$ cat config.mk
export PLATFORM = sky130hd
export DESIGN_NAME = jtag_user_tap
export DESIGN_NICKNAME = d
export VERILOG_FILES = /design/src/rtl/jtag_user_pkg.sv /design/src/rtl/tap_fsm.sv /design/src/rtl/tap_ir.sv /design/src/rtl/tap_port.sv /design/src/rtl/tap_dr.sv /design/src/rtl/jtag_user_tap.sv
export SDC_FILE = /design/constraint.sdc
export NUM_CORES = 1
export LEC_CHECK = 0
export BUFFER_PORTS_ARGS = -buffer_cell sky130_fd_sc_hd__buf_2
export CAP_MARGIN = 20
export CORE_MARGIN = 2
export CORE_UTILIZATION = 60
export DETAILED_ROUTE_END_ITERATION = 10
export PLACE_DENSITY = 0.8
export SYNTH_ARGS = -nofsm -noshare
export SYNTH_HDL_FRONTEND = slang
export SYNTH_SLANG_ARGS = --single-unit
$ cat constraint.sdc
create_clock -name tck -period 2.85 [get_ports tck]
set_input_delay 0.1425 -clock tck [delete_from_list [all_inputs] [get_ports tck]]
set_output_delay 0.1425 -clock tck [all_outputs]
set_load 0.05 [all_outputs]
$ cat src/rtl/jtag_user_pkg.sv
`timescale 1ns/1ps
package jtag_user_pkg;

    localparam int IR_W     = 6;
    localparam int MAX_USER = 4;
    localparam int ID_W     = 32;

    typedef enum logic [3:0] {
        ST_RESET, ST_IDLE,
        ST_SEL_DR, ST_CAP_DR, ST_SH_DR, ST_EX1_DR, ST_PAU_DR, ST_EX2_DR, ST_UPD_DR,
        ST_SEL_IR, ST_CAP_IR, ST_SH_IR, ST_EX1_IR, ST_PAU_IR, ST_EX2_IR, ST_UPD_IR
    } tap_state_e;

    localparam logic [IR_W-1:0] IR_IDCODE  = 6'h09;
    localparam logic [IR_W-1:0] IR_BYPASS  = '1;
    localparam logic [IR_W-1:0] IR_CAP_PAT = 6'b000001;

    function automatic logic [IR_W-1:0] user_code(input int idx);
        case (idx)
            0:       return 6'h02;
            1:       return 6'h03;
            2:       return 6'h22;
            default: return 6'h23;
        endcase
    endfunction

    function automatic tap_state_e tap_next(input tap_state_e s, input logic tms);
        case (s)
            ST_RESET:  return tms ? ST_RESET  : ST_IDLE;
            ST_IDLE:   return tms ? ST_SEL_DR : ST_IDLE;
            ST_SEL_DR: return tms ? ST_SEL_IR : ST_CAP_DR;
            ST_CAP_DR: return tms ? ST_EX1_DR : ST_SH_DR;
            ST_SH_DR:  return tms ? ST_EX1_DR : ST_SH_DR;
            ST_EX1_DR: return tms ? ST_UPD_DR : ST_PAU_DR;
            ST_PAU_DR: return tms ? ST_EX2_DR : ST_PAU_DR;
            ST_EX2_DR: return tms ? ST_UPD_DR : ST_SH_DR;
            ST_UPD_DR: return tms ? ST_SEL_DR : ST_IDLE;
            ST_SEL_IR: return tms ? ST_RESET  : ST_CAP_IR;
            ST_CAP_IR: return tms ? ST_EX1_IR : ST_SH_IR;
            ST_SH_IR:  return tms ? ST_EX1_IR : ST_SH_IR;
            ST_EX1_IR: return tms ? ST_UPD_IR : ST_PAU_IR;
            ST_PAU_IR: return tms ? ST_EX2_IR : ST_PAU_IR;
            ST_EX2_IR: return tms ? ST_UPD_IR : ST_SH_IR;
            default:   return tms ? ST_SEL_DR : ST_IDLE;
        endcase
    endfunction

endpackage

$ cat src/rtl/tap_fsm.sv
`timescale 1ns/1ps
module tap_fsm
    import jtag_user_pkg::*;
(
    input  logic       tck,
    input  logic       rst_n,
    input  logic       tms,
    output tap_state_e state_q,
    output tap_state_e state_d,
    output logic       rst_flag,
    output logic       cap_flag,
    output logic       sh_flag,
    output logic       upd_flag,
    output logic       idle_flag
);

    typedef struct packed {
        logic rst;
        logic cap;
        logic sh;
        logic upd;
        logic idle;
    } flags_t;

    flags_t flags_d, flags_q;

    // rising edge: state advance
    always_comb begin
        state_d = tap_next(state_q, tms);
    end

    always_ff @(posedge tck or negedge rst_n) begin
        if (!rst_n) state_q <= ST_RESET;
        else        state_q <= state_d;
    end

    // falling edge: indicators for user logic
    always_comb begin
        flags_d      = '0;
        flags_d.rst  = (state_q == ST_RESET);
        flags_d.cap  = (state_q == ST_CAP_DR);
        flags_d.sh   = (state_q == ST_SH_DR);
        flags_d.upd  = (state_q == ST_UPD_DR);
        flags_d.idle = (state_q == ST_IDLE);
    end

    always_ff @(negedge tck or negedge rst_n) begin
        if (!rst_n) flags_q <= '{rst: 1'b1, default: 1'b0};
        else        flags_q <= flags_d;
    end

    assign rst_flag  = flags_q.rst;
    assign cap_flag  = flags_q.cap;
    assign sh_flag   = flags_q.sh;
    assign upd_flag  = flags_q.upd;
    assign idle_flag = flags_q.idle;

    // checker-side count of consecutive high mode-select edges
    logic [2:0] ones_q;
    always_ff @(posedge tck or negedge rst_n) begin
        if (!rst_n)            ones_q <= '0;
        else if (!tms)         ones_q <= '0;
        else if (ones_q < 3'd5) ones_q <= ones_q + 3'd1;
    end

    AST_TMS_RESET: assert property (@(posedge tck) disable iff (!rst_n)
        (ones_q >= 3'd4 && tms) |=> (state_q == ST_RESET));
    AST_RESET_HOLD: assert property (@(posedge tck) disable iff (!rst_n)
        (state_q == ST_RESET && tms) |=> (state_q == ST_RESET));
    AST_RESET_FLAG: assert property (@(negedge tck) disable iff (!rst_n)
        (state_q == ST_RESET) |=> rst_flag);
    AST_RESET_DROP: assert property (@(negedge tck) disable iff (!rst_n)
        (state_q != ST_RESET) |=> !rst_flag);
    AST_CAP_FLAG: assert property (@(negedge tck) disable iff (!rst_n)
        (state_q == ST_CAP_DR) |=> cap_flag);
    AST_FLAG_ONEHOT: assert property (@(negedge tck) disable iff (!rst_n)
        $onehot0({cap_flag, sh_flag, upd_flag}));
    AST_IDLE_FLAG: assert property (@(negedge tck) disable iff (!rst_n)
        (state_q == ST_IDLE) |=> idle_flag);

endmodule

$ cat src/rtl/tap_ir.sv
`timescale 1ns/1ps
module tap_ir
    import jtag_user_pkg::*;
(
    input  logic            tck,
    input  logic            rst_n,
    input  logic            tdi,
    input  tap_state_e      state_q,
    output logic [IR_W-1:0] ir_sr_q,
    output logic [IR_W-1:0] ir_q
);

    logic [IR_W-1:0] ir_sr_d, ir_d;

    // rising edge: capture and shift
    always_comb begin
        ir_sr_d = ir_sr_q;
        if (state_q == ST_CAP_IR)     ir_sr_d = IR_CAP_PAT;
        else if (state_q == ST_SH_IR) ir_sr_d = {tdi, ir_sr_q[IR_W-1:1]};
    end

    always_ff @(posedge tck or negedge rst_n) begin
        if (!rst_n) ir_sr_q <= '0;
        else        ir_sr_q <= ir_sr_d;
    end

    // falling edge: active instruction
    always_comb begin
        ir_d = ir_q;
        if (state_q == ST_RESET)       ir_d = IR_IDCODE;
        else if (state_q == ST_UPD_IR) ir_d = ir_sr_q;
    end

    always_ff @(negedge tck or negedge rst_n) begin
        if (!rst_n) ir_q <= IR_IDCODE;
        else        ir_q <= ir_d;
    end

    AST_IR_CAPTURE: assert property (@(posedge tck) disable iff (!rst_n)
        (state_q == ST_CAP_IR) |=> (ir_sr_q == IR_CAP_PAT));
    AST_IR_HOLD: assert property (@(negedge tck) disable iff (!rst_n)
        (state_q != ST_UPD_IR && state_q != ST_RESET) |=> $stable(ir_q));

endmodule

$ cat src/rtl/tap_port.sv
`timescale 1ns/1ps
module tap_port
    import jtag_user_pkg::*;
#(
    parameter logic [IR_W-1:0] CODE = 6'h02
) (
    input  logic            tck,
    input  logic            rst_n,
    input  tap_state_e      state_q,
    input  tap_state_e      state_d,
    input  logic [IR_W-1:0] ir_sr_q,
    input  logic [IR_W-1:0] ir_q,
    output logic            sel_o,
    output logic            drck_o
);

    typedef struct packed {
        logic sel;
    } neg_t;

    typedef struct packed {
        logic en;
    } pos_t;

    neg_t neg_d, neg_q;
    pos_t pos_d, pos_q;

    // falling edge: select follows the instruction being updated
    always_comb begin
        neg_d = neg_q;
        if (state_q == ST_RESET)       neg_d.sel = 1'b0;
        else if (state_q == ST_UPD_IR) neg_d.sel = (ir_sr_q == CODE);
    end

    always_ff @(negedge tck or negedge rst_n) begin
        if (!rst_n) neg_q <= '0;
        else        neg_q <= neg_d;
    end

    // rising edge: clock gate changes only while the test clock is high
    always_comb begin
        pos_d.en = neg_q.sel && (state_d == ST_CAP_DR || state_d == ST_SH_DR);
    end

    always_ff @(posedge tck or negedge rst_n) begin
        if (!rst_n) pos_q <= '0;
        else        pos_q <= pos_d;
    end

    assign sel_o  = neg_q.sel;
    assign drck_o = tck | ~pos_q.en;

    AST_SEL_MATCH: assert property (@(posedge tck) disable iff (!rst_n)
        sel_o == (ir_q == CODE));
    AST_DRCK_IDLE: assert property (@(posedge tck) disable iff (!rst_n)
        !(sel_o && (state_q == ST_CAP_DR || state_q == ST_SH_DR)) |-> drck_o);
    AST_DRCK_RUN: assert property (@(posedge tck) disable iff (!rst_n)
        (sel_o && (state_q == ST_CAP_DR || state_q == ST_SH_DR)) |-> !drck_o);

endmodule

$ cat src/rtl/tap_dr.sv
`timescale 1ns/1ps
module tap_dr
    import jtag_user_pkg::*;
#(
    parameter int              NUM_USER     = 4,
    parameter logic [ID_W-1:0] IDCODE_VALUE = 32'h1A5C_E093
) (
    input  logic                tck,
    input  logic                rst_n,
    input  logic                tdi,
    input  tap_state_e          state_q,
    input  logic [IR_W-1:0]     ir_q,
    input  logic [IR_W-1:0]     ir_sr_q,
    input  logic [NUM_USER-1:0] usr_tdo,
    output logic                tdo_o,
    output logic                tdo_en_o
);

    typedef struct packed {
        logic            byp;
        logic [ID_W-1:0] id;
    } sreg_t;

    typedef struct packed {
        logic tdo;
        logic en;
    } out_t;

    sreg_t sreg_d, sreg_q;
    out_t  out_d, out_q;

    logic [NUM_USER-1:0] user_hit;
    logic                is_id;
    logic                dr_bit;

    // instruction decode
    always_comb begin
        for (int i = 0; i < NUM_USER; i++) begin
            user_hit[i] = (ir_q == user_code(i));
        end
        is_id = (ir_q == IR_IDCODE);
        if (|user_hit)  dr_bit = |(user_hit & usr_tdo);
        else if (is_id) dr_bit = sreg_q.id[0];
        else            dr_bit = sreg_q.byp;
    end

    // rising edge: internal data registers
    always_comb begin
        sreg_d = sreg_q;
        if (state_q == ST_CAP_DR) begin
            sreg_d.byp = 1'b0;
            if (is_id) sreg_d.id = IDCODE_VALUE;
        end else if (state_q == ST_SH_DR) begin
            sreg_d.byp = tdi;
            if (is_id) sreg_d.id = {tdi, sreg_q.id[ID_W-1:1]};
        end
    end

    always_ff @(posedge tck or negedge rst_n) begin
        if (!rst_n) sreg_q <= '0;
        else        sreg_q <= sreg_d;
    end

    // falling edge: serial output
    always_comb begin
        out_d = '0;
        if (state_q == ST_SH_IR) begin
            out_d.tdo = ir_sr_q[0];
            out_d.en  = 1'b1;
        end else if (state_q == ST_SH_DR) begin
            out_d.tdo = dr_bit;
            out_d.en  = 1'b1;
        end
    end

    always_ff @(negedge tck or negedge rst_n) begin
        if (!rst_n) out_q <= '0;
        else        out_q <= out_d;
    end

    assign tdo_o    = out_q.tdo;
    assign tdo_en_o = out_q.en;

    AST_BYP_CAPTURE: assert property (@(posedge tck) disable iff (!rst_n)
        (state_q == ST_CAP_DR) |=> !sreg_q.byp);
    AST_ID_CAPTURE: assert property (@(posedge tck) disable iff (!rst_n)
        (state_q == ST_CAP_DR && is_id) |=> (sreg_q.id == IDCODE_VALUE));
    AST_TDO_QUIET: assert property (@(negedge tck) disable iff (!rst_n)
        !tdo_en_o |-> !tdo_o);

endmodule

$ cat src/rtl/jtag_user_tap.sv
`timescale 1ns/1ps
module jtag_user_tap
    import jtag_user_pkg::*;
#(
    parameter int              NUM_USER     = 4,
    parameter logic [ID_W-1:0] IDCODE_VALUE = 32'h1A5C_E093
) (
    input  logic                tck,
    input  logic                rst_n,
    input  logic                tms,
    input  logic                tdi,
    output logic                tdo,
    output logic                tdo_en,
    output logic                usr_tdi,
    output logic                usr_reset,
    output logic                usr_capture,
    output logic                usr_shift,
    output logic                usr_update,
    output logic                usr_runtest,
    output logic [NUM_USER-1:0] usr_sel,
    output logic [NUM_USER-1:0] usr_drck,
    input  logic [NUM_USER-1:0] usr_tdo
);

    tap_state_e      state_q, state_d;
    logic [IR_W-1:0] ir_sr_q, ir_q;

    tap_fsm u_fsm (
        .tck       (tck),
        .rst_n     (rst_n),
        .tms       (tms),
        .state_q   (state_q),
        .state_d   (state_d),
        .rst_flag  (usr_reset),
        .cap_flag  (usr_capture),
        .sh_flag   (usr_shift),
        .upd_flag  (usr_update),
        .idle_flag (usr_runtest)
    );

    tap_ir u_ir (
        .tck     (tck),
        .rst_n   (rst_n),
        .tdi     (tdi),
        .state_q (state_q),
        .ir_sr_q (ir_sr_q),
        .ir_q    (ir_q)
    );

    for (genvar g = 0; g < NUM_USER; g++) begin : g_port
        tap_port #(
            .CODE (user_code(g))
        ) u_port (
            .tck     (tck),
            .rst_n   (rst_n),
            .state_q (state_q),
            .state_d (state_d),
            .ir_sr_q (ir_sr_q),
            .ir_q    (ir_q),
            .sel_o   (usr_sel[g]),
            .drck_o  (usr_drck[g])
        );
    end

    tap_dr #(
        .NUM_USER     (NUM_USER),
        .IDCODE_VALUE (IDCODE_VALUE)
    ) u_dr (
        .tck      (tck),
        .rst_n    (rst_n),
        .tdi      (tdi),
        .state_q  (state_q),
        .ir_q     (ir_q),
        .ir_sr_q  (ir_sr_q),
        .usr_tdo  (usr_tdo),
        .tdo_o    (tdo),
        .tdo_en_o (tdo_en)
    );

    assign usr_tdi = tdi;

endmodule

# After elaboration in Yosys (flattened, before gate mapping)
# Index checks and enable logic that the tools add are counted.
[op_classes]
bitwise_logic = 9
n_reduce_logical = 14
eq_ne = 26
n_mux = 33
[op_table]
columns = ["op", "n"]
rows = [
  ["33-bit two-way mux", 2],
  ["32-bit two-way mux", 2],
  ["4-bit one-hot mux with 11 select lines", 1],
  ["4-bit equality test (second input constant)", 8],
  ["6-bit by 2-bit equality test with 1-bit output (second input constant)", 4],
  ["6-bit equality test (second input constant)", 4],
  ["6-bit two-way mux", 4],
  ["4-bit by 3-bit equality test with 1-bit output (second input constant)", 5],
  ["4-bit two-way mux", 4],
  ["1-bit two-way mux", 13],
  ["4-bit by 2-bit equality test with 1-bit output (second input constant)", 3],
  ["2-bit two-way mux", 5],
  ["4-bit OR reduction", 2],
  ["6-bit by 4-bit equality test with 1-bit output (second input constant)", 1],
  ["3-bit two-way mux", 2],
  ["2-bit nonzero test", 3],
  ["4-bit AND", 1],
  ["4-bit by 1-bit equality test with 1-bit output (second input constant)", 1],
  ["1-bit logical AND", 4],
  ["4-bit zero test", 1],
  ["1-bit NOT", 4],
  ["1-bit OR", 4],
  ["2-bit OR reduction", 2],
  ["2-bit AND reduction", 1],
  ["1-bit logical OR", 1],
]
[word_totals]
output_inout_bits = 16
regBits = 64

# Depth between registers and ports, before layout
# Gate-level depths: netlist (run 1).
[depth]
ltp_word = 6
depth_mapped = 7

# Modules after synthesis
# Synthesis (run 1) repeated with hierarchy kept, for this count alone.
[unflattened]
hier_cells = 330
area_unflattened_um2 = 3125.5
[by_module_without_submodules]
columns = ["mod", "area_each_um2", "cells_per_inst", "seq_area_each_um2", "n_inst"]
rows = [
  ["tap_dr", 1619.1, 169, 875.8, 1],
  ["tap_ir", 539.3, 58, 302.8, 1],
  ["tap_fsm", 464.2, 50, 226.5, 1],
  ["tap_port (g_port[0].u_port ...)", 123.9, 13, 50.0, 2],
  ["tap_port (g_port[2].u_port)", 126.4, 13, 50.0, 1],
  ["tap_port (g_port[1].u_port)", 121.4, 13, 50.0, 1],
  ["jtag_user_tap", 7.5, 1, 0.0, 1],
]

==> flow_metrics.env, run 1 <==
export IMPL_yosysWarnings=0
export IMPL_min_path_type="in -> reg"
export IMPL_start_util_pct=62.4
export IMPL_ys_ff_latch=64
export IMPL_crit_required_ns=3.08
export IMPL_drtAntennaViolNets=0
export IMPL_synth_flop_cell="dfrtp_1"
export IMPL_area_growth_pct=21.3
export IMPL_clock_latency_ns=0.40
export IMPL_grt_pass1_wl_um=9960
export IMPL_timing_worst_slew_pin_value_ns=0.400
export IMPL_r2r_end="u_dr.sreg_q[7]$_DFFE_PN0P_"
export IMPL_rsz0062_at_grt="yes"
export IMPL_wl_per_cell_um=14.4
export IMPL_status="finished with violations"
export IMPL_ir_drop_uv=591
export IMPL_drt_pass1_iter_count=4
export IMPL_grt_overflow=0
export IMPL_yosysSeqAreaShare_pct=54.5
export IMPL_num_fill_cells=309
export IMPL_path_max_fanout=34
export IMPL_grt_usage_pct=24.2
export IMPL_regToRegStartpoint="u_ir.ir_q[3]$_DFFE_NN1P_"
export IMPL_htreeDepth=3
export IMPL_core_um2=4720
export IMPL_num_antenna_cells=0
export IMPL_fin_area_um2=3580
export IMPL_fin_skew_ns=0.0662
export IMPL_die_w_um=74.1
export IMPL_synth_cells=301
export IMPL_synth_area_um2=2950
export IMPL_fin_cells=423
export IMPL_final_max_slew_viol_count=0
export IMPL_final_hold_viol_count=0
export IMPL_min_to="u_dr.sreg_q[32]$_DFFE_PN0N_"
export IMPL_violations="setup timing"
export IMPL_drc=0
export IMPL_grt_pass1_vias=2204
export IMPL_synth_distinct_cells=38
export IMPL_dp_cells=397
export IMPL_drive_gt1_share_pct=36.0
export IMPL_via_per_inst=5.57
export IMPL_relSlewSlack_pct=73.1
export IMPL_clkTransAtPathRegs_ns=0.08
export IMPL_setup_slack_ns=-0.201
export IMPL_worstSetupEndpointType="flip-flop"
export IMPL_setup_viol_count_final=32
export IMPL_worstHoldStart="tdi"
export IMPL_wl_um=6100
export IMPL_antenna_found_initial=0
export IMPL_setup_worst_path_class="reg -> reg"
export IMPL_root_buffer="clkbuf_8"
export IMPL_layout_nets=359
export IMPL_syn_num_nets=309
export IMPL_rows=25
export IMPL_placedInstanceArea_um2=3250
export IMPL_io_pin_count=24
export IMPL_r2r_setup_slack_ns=-0.20
export IMPL_arrival_ns=3.29
export IMPL_vias=2356
export IMPL_pre_cts_ws_ns=-0.206
export IMPL_clockBufferDepth=2
export IMPL_die_y_um=74.1
export IMPL_critPathLaunch="u_ir.ir_q[3]$_DFFE_NN1P_"
export IMPL_dieArea_um2=5490
export IMPL_cts_buffers=9
export IMPL_cts_tree="built"
export IMPL_portBuffers=23
export IMPL_critPathLaunchType="flip-flop"
export IMPL_synthArstFlopShare_pct=100
export IMPL_grt_max_degree=40
export IMPL_power_density_nw_per_um2=1120
export IMPL_leakagePower_uw=0.00167
export IMPL_r2r_cells=5
export IMPL_maxCapViolCount=0
export IMPL_syn_avg_cell_area_um2=9.79
export IMPL_synth_edf_count=0
export IMPL_gp_congestion=0.836
export IMPL_hold_path_depth=3
export IMPL_initialDrtViolationCount=223
export IMPL_hpwl_um=4100
## power breakdown
part / switching (uW) / internal, uW / leakage, uW
sequential: 203 / 1200 / 0.000850
combinational: 1050 / 710 / 0.000674
clock: 431 / 396 / 0.000147
total: 1680 / 2300 / 0.00167
## timing repair
item / 4_1_cts / 5_1_grt
buffers inserted: 2 / 1
pin swaps: 0 / 3
resized for setup: 10 / 14
hold endpoints to repair: 7 / 0
setup endpoints to repair: 41 / 41
hold buffers: 1 / 0
gates cloned: 0 / 0
## metrics by stage
stage	hold slack [ns]	power (uW)	setup TNS (ns)	utilization (%)
finish	0.0693	3990	-5.60	75.7
global route	0.0769	4260	-6.50	75.7
CTS	0.0584	3940	-5.18	74.7
detailed placement	0.0539	3040	-4.73	68.8
global placement	0.0503	2960	-2.95	68.8
floorplan	-0.153	2600	-2.42	-
## synthesized netlist by cell type (all sizes together) (2+ instances only)
master	count	area (um2)
nor3	7	35.0
nand3	3	15.0
dfrtp	47	1180
a22oi	3	22.5
a32o	5	50.1
clkbuf	10	37.5
o22ai	5	31.3
and2	4	25.0
o32a	2	20.0
dfstp	3	78.8
buf	19	155
nor2b	3	18.8
nand2b	3	18.8
nor4	4	25.0
a211oi	2	15.0
nand4bb	2	22.5
a21oi	9	45.0
dfrtn	14	350
inv	8	30.0
nand2	68	255
nor2	23	86.3
o21ai	46	324
## area by class of cell
class	instances	area, um2	share of cell area [%]
repair buffers	58	432	12.1
clock inverters	13	75.1	2.10
clock buffers	14	169	4.72
inverters	7	26.3	0.735
flip-flops and latches	64	1610	45.0
well taps	67	83.8	2.34
multi-input cells	200	1180	33.0
## cell families after synthesis
group,after synthesis,share of synthesized area [%]
simple gates,121,18.2
mux,1,0.764
flops,64,54.5
xor+xnor,1,0.297
buf+inv,37,7.56
compound gates,77,18.7
## cells in the final DEF, fill, tap and decap left out, types with 2 or more instances in the layout
cell type and instances:
a21oi_1 5, clkbuf_8 9, dfstp_2 3, nor2b_1 3
a211oi_1 2, dfrtn_1 14, nand2_1 58, o32a_1 2
o21ai_0 14, nor4_1 3, nor2_1 23, a32o_1 5
nand2b_1 3, o21ai_1 7, inv_1 14, a22oi_1 3
nand2_2 10, and2_1 4, buf_2 23, o21ai_2 25
dfrtp_2 3, a21oi_2 4, o22ai_1 5, dfrtp_1 44
inv_6 4, buf_12 3, nand4bb_1 2, nand3_1 3
nor3_1 7, buf_4 34
## worst max path at each step
stage	endpoint	slack, ns	cells past startpoint
detailed placement	u_dr.sreg_q[25]$_DFFE_PN0P_	-0.21	5
CTS	u_dr.sreg_q[1]$_DFFE_PN0P_	-0.18	5
global placement	u_dr.sreg_q[17]$_DFFE_PN0P_	-0.15	5
floorplan	u_dr.sreg_q[0]$_DFFE_PN0P_	-0.08	6
global route	u_dr.sreg_q[11]$_DFFE_PN0P_	-0.23	5
finish	u_dr.sreg_q[7]$_DFFE_PN0P_	-0.20	5
## state kept, by name (all words and copies together) (netlist names)
register,flops
u_ir.ir_q,6
u_fsm.idle_flag,1
u_dr.tdo_o,1
u_fsm.rst_flag,1
g_port.u_port.pos_q,4
u_fsm.cap_flag,1
u_fsm.sh_flag,1
g_port.u_port.sel_o,4
u_fsm.upd_flag,1
u_fsm.state_q,4
u_ir.ir_sr_q,6
u_dr.tdo_en_o,1
u_dr.sreg_q,33
## layer usage
layer	vias to the layer above	wire (um)	track usage (%)
met5	-	0	0
met4	0	119	13.7
met3	11	262	5.15
met2	64	3100	38.0
met1	1148	2620	31.2
li1	1133	-	-
## worst max-delay path, stage by stage (launching register included)
cell	delay [ns]
dfstp_2	0.53
nand4bb_1	0.13
a2111o_2	0.44
buf_12	0.20
nand2_1	0.10
o21ai_2	0.05
(Power assumes the default switching activity.)
==> run 2: changes to the inputs <==
--- a/config.mk
+++ b/config.mk
@@ -10,6 +10,7 @@
 export CORE_MARGIN = 2
 export CORE_UTILIZATION = 60
 export DETAILED_ROUTE_END_ITERATION = 10
+export MAX_ROUTING_LAYER = met4
 export PLACE_DENSITY = 0.8
 export SYNTH_ARGS = -nofsm -noshare
 export SYNTH_HDL_FRONTEND = slang
==> run 2 against run 1 <==
Net effect:
- the flow still finishes with violations (setup timing)
- critical path depth is the same
- sequential share of layout area did not move
- count of clock-buffer cells in the layout is the same
- sequential cell count stayed put
- clock power hardly changed
- highest routed layer unchanged
==> flow_metrics.env, run 2 (synthesis results as in run 1) <==
export IMPL_hold_path_depth=3
export IMPL_critPathLaunchType="flip-flop"
export IMPL_cts_buffers=9
export IMPL_core_um2=4720
export IMPL_top_register="u_dr.sreg_q"
export IMPL_setup_worst_path_class="reg -> reg"
export IMPL_antenna_found_initial=0
export IMPL_fin_tns_setup_ns=-5.57
export IMPL_min_path_type="in -> reg"
export IMPL_clock_latency_ns=0.40
export IMPL_hold_ws_ns=0.0627
export IMPL_drtAntennaViolNets=0
export IMPL_grt_overflow=0
export IMPL_grt_usage_pct=25.0
export IMPL_grt_pass1_vias=2195
export IMPL_layout_common_cells="58 x nand2_1, 44 x dfrtp_1, 34 x buf_4"
export IMPL_drt_pass1_iter_count=4
export IMPL_timing_worst_slew_pin_value_ns=0.409
export IMPL_top_regs="u_dr.sreg_q (33), u_ir.ir_q (6), u_ir.ir_sr_q (6)"
export IMPL_gp_congestion=0.849
export IMPL_drive_gt1_share_pct=36.0
export IMPL_crit_slowest_cell="dfstp_2"
export IMPL_portBuffers=23
export IMPL_via_per_inst=5.55
export IMPL_layout_nets=359
export IMPL_vias=2348
export IMPL_critPathTopFamily="flip-flops"
export IMPL_io_pin_count=24
export IMPL_hpwl_um=4100
export IMPL_relSlewSlack_pct=72.5
export IMPL_die_w_um=74.1
export IMPL_violations="setup timing"
export IMPL_clockBufferDepth=2
export IMPL_dp_cells=397
export IMPL_fin_skew_ns=0.0645
export IMPL_maxCapViolCount=0
export IMPL_num_fill_cells=309
export IMPL_pre_cts_ws_ns=-0.206
export IMPL_leakagePower_uw=0.00167
export IMPL_final_hold_viol_count=0
export IMPL_status="finished with violations"
export IMPL_final_max_slew_viol_count=0
export IMPL_setup_viol_count_final=32
export IMPL_wl_um=6120
export IMPL_crit_cells=5
export IMPL_arrival_ns=3.28
export IMPL_htreeDepth=3
export IMPL_drc=0
export IMPL_rsz0062_at_grt="yes"
export IMPL_placedInstanceArea_um2=3250
export IMPL_layout_commonest_cell="nand2_1"
export IMPL_largest_reg_flops=33
export IMPL_root_buffer="clkbuf_8"
export IMPL_dieArea_um2=5490
export IMPL_clkTransAtPathRegs_ns=0.08
export IMPL_r2r_cells=5
export IMPL_setup_slack_ns=-0.200
export IMPL_rows=25
export IMPL_num_antenna_cells=0
export IMPL_fin_cells=423
export IMPL_area_growth_pct=21.3
export IMPL_crit_required_ns=3.08
export IMPL_grt_pass1_wl_um=9970
export IMPL_fin_area_um2=3580
export IMPL_start_util_pct=62.4
export IMPL_seqCellArea_um2=1610
export IMPL_die_y_um=74.1
export IMPL_cts_tree="built"
export IMPL_worst_path_buf_inv=1
export IMPL_worstSetupEndpointType="flip-flop"
export IMPL_max_stage_delay_ns=0.53
export IMPL_ir_drop_uv=591
export IMPL_path_cells="nand4bb_1 -> a2111o_2 -> buf_12 -> nand2_1 -> o21ai_2"
export IMPL_wl_per_cell_um=14.5
export IMPL_grt_max_degree=40
export IMPL_multi_input_area_um2=1180
export IMPL_power_density_nw_per_um2=1110
export IMPL_path_max_fanout=34
export IMPL_initialDrtViolationCount=242
-- run 2: layout make-up --
class,count,area share (%)
multi-input cells,200,33.0
clock inverters,13,2.10
inverters,7,0.735
well taps,67,2.34
flip-flops and latches,64,45.0
clock buffers,14,4.72
repair buffers,58,12.1
-- run 2: final timing paths --
kind	endpoint	slack, ns	start
worst max-delay path	u_dr.sreg_q[7]$_DFFE_PN0P_	-0.20	u_ir.ir_q[3]$_DFFE_NN1P_
worst min-delay path	u_dr.sreg_q[32]$_DFFE_PN0N_	0.06	tdi
worst max register to register	u_dr.sreg_q[7]$_DFFE_PN0P_	-0.20	u_ir.ir_q[3]$_DFFE_NN1P_
worst min register to register	g_port[3].u_port.sel_o$_DFFE_NN0P_	0.46	g_port[3].u_port.sel_o$_DFFE_NN0P_
max in group asynchronous	u_ir.ir_q[0]$_DFFE_NN1P_	0.67	rst_n
min in group asynchronous	u_dr.sreg_q[32]$_DFFE_PN0N_	0.21	rst_n
-- run 2: power by group --
| part | total (uW) | switching, uW | internal, uW |
|---|---|---|---|
| logic | 1760 | 1050 | 710 |
| registers | 1400 | 203 | 1200 |
| clock network | 825 | 429 | 395 |
-- run 2: per-layer routing --
| metal | track usage, % | vias up | wire length [um] |
|---|---|---|---|
| met5 | - | - | 0 |
| met4 | 14.3 | 0 | 123 |
| met3 | 4.74 | 11 | 259 |
| met2 | 37.9 | 58 | 3130 |
| met1 | 31.3 | 1145 | 2620 |
| li1 | - | 1134 | - |
-- run 2: timing repair --
action	in CTS	in global routing
pin swaps	0	3
endpoints found under the setup margin	41	41
hold buffers	1	0
gates cloned	0	0
hold endpoints to repair	7	0
buffers inserted	2	1
resized for setup	10	14
-- run 2: stage by stage --
| stage | power (uW) | utilization, % |
|---|---|---|
| 6_report | 3990 | 75.7 |
| 3_3_place_gp | 2960 | 68.8 |
| 2_1_floorplan | 2600 | - |
| 4_1_cts | 3940 | 74.7 |
| 3_5_place_dp | 3040 | 68.8 |
| 5_1_grt | 4260 | 75.7 |
-- run 2: worst register-to-register path, cell delays in order (launching register included) --
cell       delay, ns
dfstp_2         0.53
nand4bb_1       0.13
a2111o_2        0.44
buf_12          0.20
nand2_1         0.11
o21ai_2         0.05
